$ cat src/rtl/gpio_pkg.sv
// Shared constants for the GPIO pad controller: the register address map.
// Assumes a 3-bit register address; addresses 6 and 7 are unused.
package gpio_pkg;
    localparam int ADDR_W = 3;
    localparam logic [ADDR_W-1:0] A_DATA = 3'd0;
    localparam logic [ADDR_W-1:0] A_DIR  = 3'd1;
    localparam logic [ADDR_W-1:0] A_ODRN = 3'd2;
    localparam logic [ADDR_W-1:0] A_PEN  = 3'd3;
    localparam logic [ADDR_W-1:0] A_PSEL = 3'd4;
    localparam logic [ADDR_W-1:0] A_HOLD = 3'd5;
endpackage

$ cat src/rtl/gpio_in_latch.sv
// Input capture register: samples the pad inputs on every rising clock edge.
// Assumes pad_in is already synchronous to clk, or is tolerated as such.
module gpio_in_latch #(
    parameter int NPINS = 8
) (
    input  logic             clk,
    input  logic             rst_n,
    input  logic [NPINS-1:0] pad_in,
    output logic [NPINS-1:0] in_q
);
    // Capture the pad values; cleared by reset.
    always_ff @(posedge clk) begin
        if (!rst_n) in_q <= '0;
        else        in_q <= pad_in;
    end
endmodule

$ cat src/rtl/gpio_port_regs.sv
// Register file of the port: per-pin data, direction and open-drain bits, and
// the port-wide pull-enable, pull-select and hold bits. Writes happen one at a
// time by address. Reads are combinational; the data address returns the
// captured pad inputs. Port-wide bits use bit 0 of the data bus.
module gpio_port_regs
    import gpio_pkg::*;
#(
    parameter int NPINS = 8
) (
    input  logic              clk,
    input  logic              rst_n,
    input  logic              wr_en,
    input  logic [ADDR_W-1:0] addr,
    input  logic [NPINS-1:0]  wdata,
    input  logic [NPINS-1:0]  in_q,
    output logic [NPINS-1:0]  dat_q,
    output logic [NPINS-1:0]  dir_q,
    output logic [NPINS-1:0]  od_q,
    output logic              pen_q,
    output logic              psel_q,
    output logic              hold_q,
    output logic [NPINS-1:0]  rdata
);
    localparam int HI_W = NPINS - 1;

    // Per-pin registers: load the addressed register on a write strobe.
    always_ff @(posedge clk) begin
        if (!rst_n) begin
            dat_q <= '0;
            dir_q <= '0;
            od_q  <= '0;
        end else if (wr_en) begin
            if (addr == A_DATA) dat_q <= wdata;
            if (addr == A_DIR)  dir_q <= wdata;
            if (addr == A_ODRN) od_q  <= wdata;
        end
    end

    // Port-wide single-bit registers, taken from bit 0 of the write data.
    always_ff @(posedge clk) begin
        if (!rst_n) begin
            pen_q  <= 1'b0;
            psel_q <= 1'b0;
            hold_q <= 1'b0;
        end else if (wr_en) begin
            if (addr == A_PEN)  pen_q  <= wdata[0];
            if (addr == A_PSEL) psel_q <= wdata[0];
            if (addr == A_HOLD) hold_q <= wdata[0];
        end
    end

    // Read multiplexer; unused addresses return zero.
    always_comb begin
        unique case (addr)
            A_DATA:  rdata = in_q;
            A_DIR:   rdata = dir_q;
            A_ODRN:  rdata = od_q;
            A_PEN:   rdata = {{HI_W{1'b0}}, pen_q};
            A_PSEL:  rdata = {{HI_W{1'b0}}, psel_q};
            A_HOLD:  rdata = {{HI_W{1'b0}}, hold_q};
            default: rdata = '0;
        endcase
    end
endmodule

$ cat src/rtl/gpio_pin_slice.sv
// Pad control for one pin. It chooses between the port and the alternate
// function for both the output value and the direction, applies open-drain
// and power-down gating, and enables a pull only on input pins.
// Purely combinational.
module gpio_pin_slice (
    input  logic dat,
    input  logic dir,
    input  logic od,
    input  logic alt_en,
    input  logic alt_dir,
    input  logic alt_out,
    input  logic pen,
    input  logic psel,
    input  logic drive_ok,
    output logic out,
    output logic oe,
    output logic pu,
    output logic pd
);
    logic eff_dir;
    logic sel_val;

    // Source selection: the alternate function overrides value and direction.
    always_comb begin
        eff_dir = alt_en ? alt_dir : dir;
        sel_val = alt_en ? alt_out : dat;
    end

    // Driver: open-drain drives low only; power-down gating applies.
    always_comb begin
        out = od ? 1'b0 : sel_val;
        oe  = eff_dir & drive_ok & ~(od & sel_val);
    end

    // Pull: only on input pins, polarity from the select bit.
    always_comb begin
        pu = ~eff_dir & pen & psel;
        pd = ~eff_dir & pen & ~psel;
    end
endmodule

$ cat src/rtl/gpio_pad_ctrl.sv
// Top of the GPIO pad controller: the register file, the input capture
// register and one pin slice per pin. Assumes a single clock domain and
// a synchronous active-low reset.
module gpio_pad_ctrl
    import gpio_pkg::*;
#(
    parameter int NPINS = 8
) (
    input  logic              clk,
    input  logic              rst_n,
    input  logic              reg_wr,
    input  logic [ADDR_W-1:0] reg_addr,
    input  logic [NPINS-1:0]  reg_wdata,
    output logic [NPINS-1:0]  reg_rdata,
    input  logic [NPINS-1:0]  alt_en,
    input  logic [NPINS-1:0]  alt_dir,
    input  logic [NPINS-1:0]  alt_out,
    input  logic              pwr_down,
    input  logic [NPINS-1:0]  pad_in,
    output logic [NPINS-1:0]  pad_out,
    output logic [NPINS-1:0]  pad_oe,
    output logic [NPINS-1:0]  pad_pu,
    output logic [NPINS-1:0]  pad_pd
);
    logic [NPINS-1:0] in_q, dat_q, dir_q, od_q;
    logic             pen_q, psel_q, hold_q;
    logic             drive_ok;

    gpio_in_latch #(.NPINS(NPINS)) u_in (
        .clk(clk), .rst_n(rst_n), .pad_in(pad_in), .in_q(in_q)
    );

    gpio_port_regs #(.NPINS(NPINS)) u_regs (
        .clk(clk), .rst_n(rst_n), .wr_en(reg_wr), .addr(reg_addr),
        .wdata(reg_wdata), .in_q(in_q), .dat_q(dat_q), .dir_q(dir_q),
        .od_q(od_q), .pen_q(pen_q), .psel_q(psel_q), .hold_q(hold_q),
        .rdata(reg_rdata)
    );

    // Drivers are allowed outside power-down, or when the hold bit is set.
    always_comb drive_ok = ~pwr_down | hold_q;

    for (genvar i = 0; i < NPINS; i++) begin : g_pin
        gpio_pin_slice u_slice (
            .dat(dat_q[i]), .dir(dir_q[i]), .od(od_q[i]),
            .alt_en(alt_en[i]), .alt_dir(alt_dir[i]), .alt_out(alt_out[i]),
            .pen(pen_q), .psel(psel_q), .drive_ok(drive_ok),
            .out(pad_out[i]), .oe(pad_oe[i]), .pu(pad_pu[i]), .pd(pad_pd[i])
        );
    end
endmodule

$ cat config.mk
export PLATFORM = sky130hd
export DESIGN_NAME = gpio_pad_ctrl
export DESIGN_NICKNAME = d
export VERILOG_FILES = /design/src/rtl/gpio_pkg.sv /design/src/rtl/gpio_in_latch.sv /design/src/rtl/gpio_port_regs.sv /design/src/rtl/gpio_pin_slice.sv /design/src/rtl/gpio_pad_ctrl.sv
export SDC_FILE = /design/constraint.sdc
export NUM_CORES = 1
export LEC_CHECK = 0
export BUFFER_PORTS_ARGS = -buffer_cell sky130_fd_sc_hd__buf_2
export CORE_MARGIN = 1.5
export CORE_UTILIZATION = 44
export DETAILED_ROUTE_END_ITERATION = 8
export HOLD_SLACK_MARGIN = 0.15
export PLACE_DENSITY = 0.77
export SYNTH_ARGS = -nofsm -noshare
export SYNTH_HDL_FRONTEND = slang
export SYNTH_SLANG_ARGS = --single-unit
export TNS_END_PERCENT = 100
$ cat constraint.sdc
create_clock -name clk -period 1.2 [get_ports clk]
set_input_delay 0.18 -clock clk [delete_from_list [all_inputs] [get_ports clk]]
set_output_delay 0.18 -clock clk [all_outputs]
set_load 0.01 [all_outputs]
==> results.toml <==
[outcome]
run_status = "finished with violations"
violations = "negative setup slack"

[die]
die-width_um = 73.14
start_util_pct = 45.83
io_pins = 87
dieHeight_um = 73.14
placementRows = 25
coreArea_sq_mm = 0.004723
die-area_sq_mm = 0.005349

[clock_tree]
clk_path_buf_depth = 2
clk_latency_ps = 280
cts-htree-levels = 2
path_clk_slew_ps = 60
cts_root_buf = "clkbuf_8"
cts.sinks = 35
tritoncts = "yes"
cts_made_buffers = 5

[timing]
worstMarginPinSlew_ps = 331.1
finalCriticalPeriod_ps = 1506
fmax_mhz = 663.9
slew_viol_final = 0
setup-violations-final = 33
grt_setup_unrepaired = "yes"
relSlewSlack_pct = 77.61
fin_worst_skew_ps = 0
hold_viol = 0
min_period_over_period_pct = 125.5
worst_slack_ps = -306.2

[grt]
grt_pass1_vias = 1702
grt_max_degree = 27
grt_pass1_wl_um = 7659
track_usage_pct = 18.59
antenna_found_initial = 0
overflow = 0

[route]
via_per_inst = 4.911
avgRoutedWirePerCell_um = 13.54
first_pass_iters = 4
ant_nets = 0
vias = 1940
drt_iter0_drc = 66
post-route-drc-count = 0
drt_wl_total_um = 5349

[worst_setup_path]
cpPeakStageDelay_ps = 340
critPathLaunchType = "flop"
cp_slowest_cell = "dfxtp_2"
cp_data_required_time_ps = 1020
criticalPathCategory = "reg2out"
cp-end-kind = "primary output"
crit_path_max_fanout = 2
path_cells = "buf_6, mux2_4, a21oi_2, o22ai_1, buf_2"
worstPathArrival_ps = 1330

[synthesis]
netlist.area_leader.share_pct = 32.37
synth_area_sq_mm = 0.002165
avgSynthCellArea_sq_um = 8.522
synth_nets = 301
synth_warnings = 0
synthDistinctLibCells = 32
netlist_instances = 254
synth_top_cell_by_area = "dfxtp_1"
synthTopCellsByArea = "dfxtp_1 (32%), mux2i_1 (11%), buf_4 (11%)"
ys_ff_latch = 35
ys_seq_area_share_pct = 32.37

[placed_design]
numPortBuffers = 86
place_ws_ps = -211.4
place_congestion = 0.7688
placedInstanceArea_sq_mm = 0.002514
dp_hpwl_um = 3799

[final_layout]
design_area_sq_mm = 0.002885
antenna_cells = 0
final_nets = 376
synthToLayoutAreaGrowth_pct = 33.29
final_common_cell = "buf_2"
drive_above_1_share_pct = 51.22
final_cell_mix = "buf_2 (80), mux2i_1 (24), nor2_1 (23)"

[pwr]
powerDensity_mw_per_mm2 = 863.5
vdd_drop_max_uv = 517.1
leakagePower_nw = 1.356

[flow_run]
max_cap_viol_count = 0

[worst_hold_path]
min_path_type = "in2reg"
## logic make-up after synthesis
family                 synth area share [%]
muxes                                 16.30
DFF                                   32.37
AOI/OAI and AO/OA                     9.711
buffers and inverters                 15.61
and+or+nand+nor                       26.01
## repair_timing
action / CTS / global route
setup buffers: 0 / 2
hold buffers: 8 / 0
gates resized for setup: 28 / 33
hold endpoints to repair: 8 / 0
pin swaps: 8 / 7
setup endpoints to repair: 32 / 33
## registers in the layout, indices dropped and copies added (netlist names)
name	cells
u_regs.dir_q	8
u_regs.dat_q	8
u_regs.psel_q	1
u_regs.od_q	8
u_in.in_q	8
u_regs.pen_q	1
u_regs.hold_q	1
## cells in the mapped netlist
| cell type | instances |
|---|---|
| and2_1 | 8 |
| buf_4 | 32 |
| mux2i_1 | 24 |
| o211ai_1 | 1 |
| nor3_1 | 1 |
| a22oi_1 | 1 |
| mux2_2 | 10 |
| buf_2 | 2 |
| a2bb2oi_1 | 7 |
| nor4bb_1 | 1 |
| buf_1 | 2 |
| a21oi_1 | 1 |
| o21ai_0 | 9 |
| nand3b_1 | 1 |
| o31ai_1 | 1 |
| nand4bb_1 | 1 |
| inv_1 | 1 |
| nand4b_1 | 2 |
| buf_12 | 1 |
| nor2b_1 | 19 |
| nor2_1 | 38 |
| nor3b_1 | 1 |
| clkbuf_1 | 9 |
| o21ai_2 | 8 |
| nand2_1 | 9 |
| nand3_2 | 2 |
| buf_6 | 2 |
| o22ai_1 | 1 |
| nand2b_1 | 8 |
| nand3_1 | 15 |
| dfxtp_1 | 35 |
| or4b_4 | 1 |
## final cells by class
type	instances	area, sq um
Clock buffer	6	72.57
Fill cell	407	1838
Inverter	1	3.754
Multi-Input combinational cell	170	1265
Sequential cell	35	719.4
Tap cell	67	83.83
Timing Repair Buffer	116	740.7
## per-stage QoR
| stage | hold slack, ps | setup TNS [ps] | utilization [%] | cells | total power, mW |
|---|---|---|---|---|---|
| 2_1_floorplan | 307.3 | -106.7 | - | 254 | 1.525 |
| 3_3_place_gp | 388.6 | -3429 | 53.22 | 379 | 1.670 |
| 3_5_place_dp | 389.1 | -4035 | 53.22 | 379 | 1.678 |
| 4_1_cts | 174.7 | -4679 | 58.09 | 393 | 2.468 |
| 5_1_grt | 191.1 | -6089 | 61.09 | 395 | 2.589 |
| 6_report | 171.6 | -4034 | 61.09 | 395 | 2.491 |
## worst max-delay path: cells and delay by family (launching register included)
kind	cells	cell delay [ps]
DFF	1	340
buffers and inverters	2	250
muxes	1	250
AOI/OAI and AO/OA	2	190
## power by group
part           leakage (nW)  total, mW  switching [mW]  internal (mW)
registers             0.292       1.22          0.0210           1.20
logic                  1.03      0.507           0.240          0.267
clock network        0.0371      0.768           0.381          0.386
## final timing paths
check,start,to,slack [ps],cells past startpoint
worst max-delay path,u_regs.hold_q,reg_rdata[0],-310,5
worst min-delay path,reg_wdata[1],u_regs.od_q[1],170,3
worst max register to register,u_regs.hold_q,u_regs.hold_q,510,3
worst min register to register,u_regs.dat_q[1],u_regs.dat_q[1],470,2
## routing by layer
layer,wire length [um],global-route usage [%]
met1,2318,23.40
met2,2610,32.32
met3,344,3.867
met4,75,4.403
met5,0,0
(Power assumes the default switching activity.)
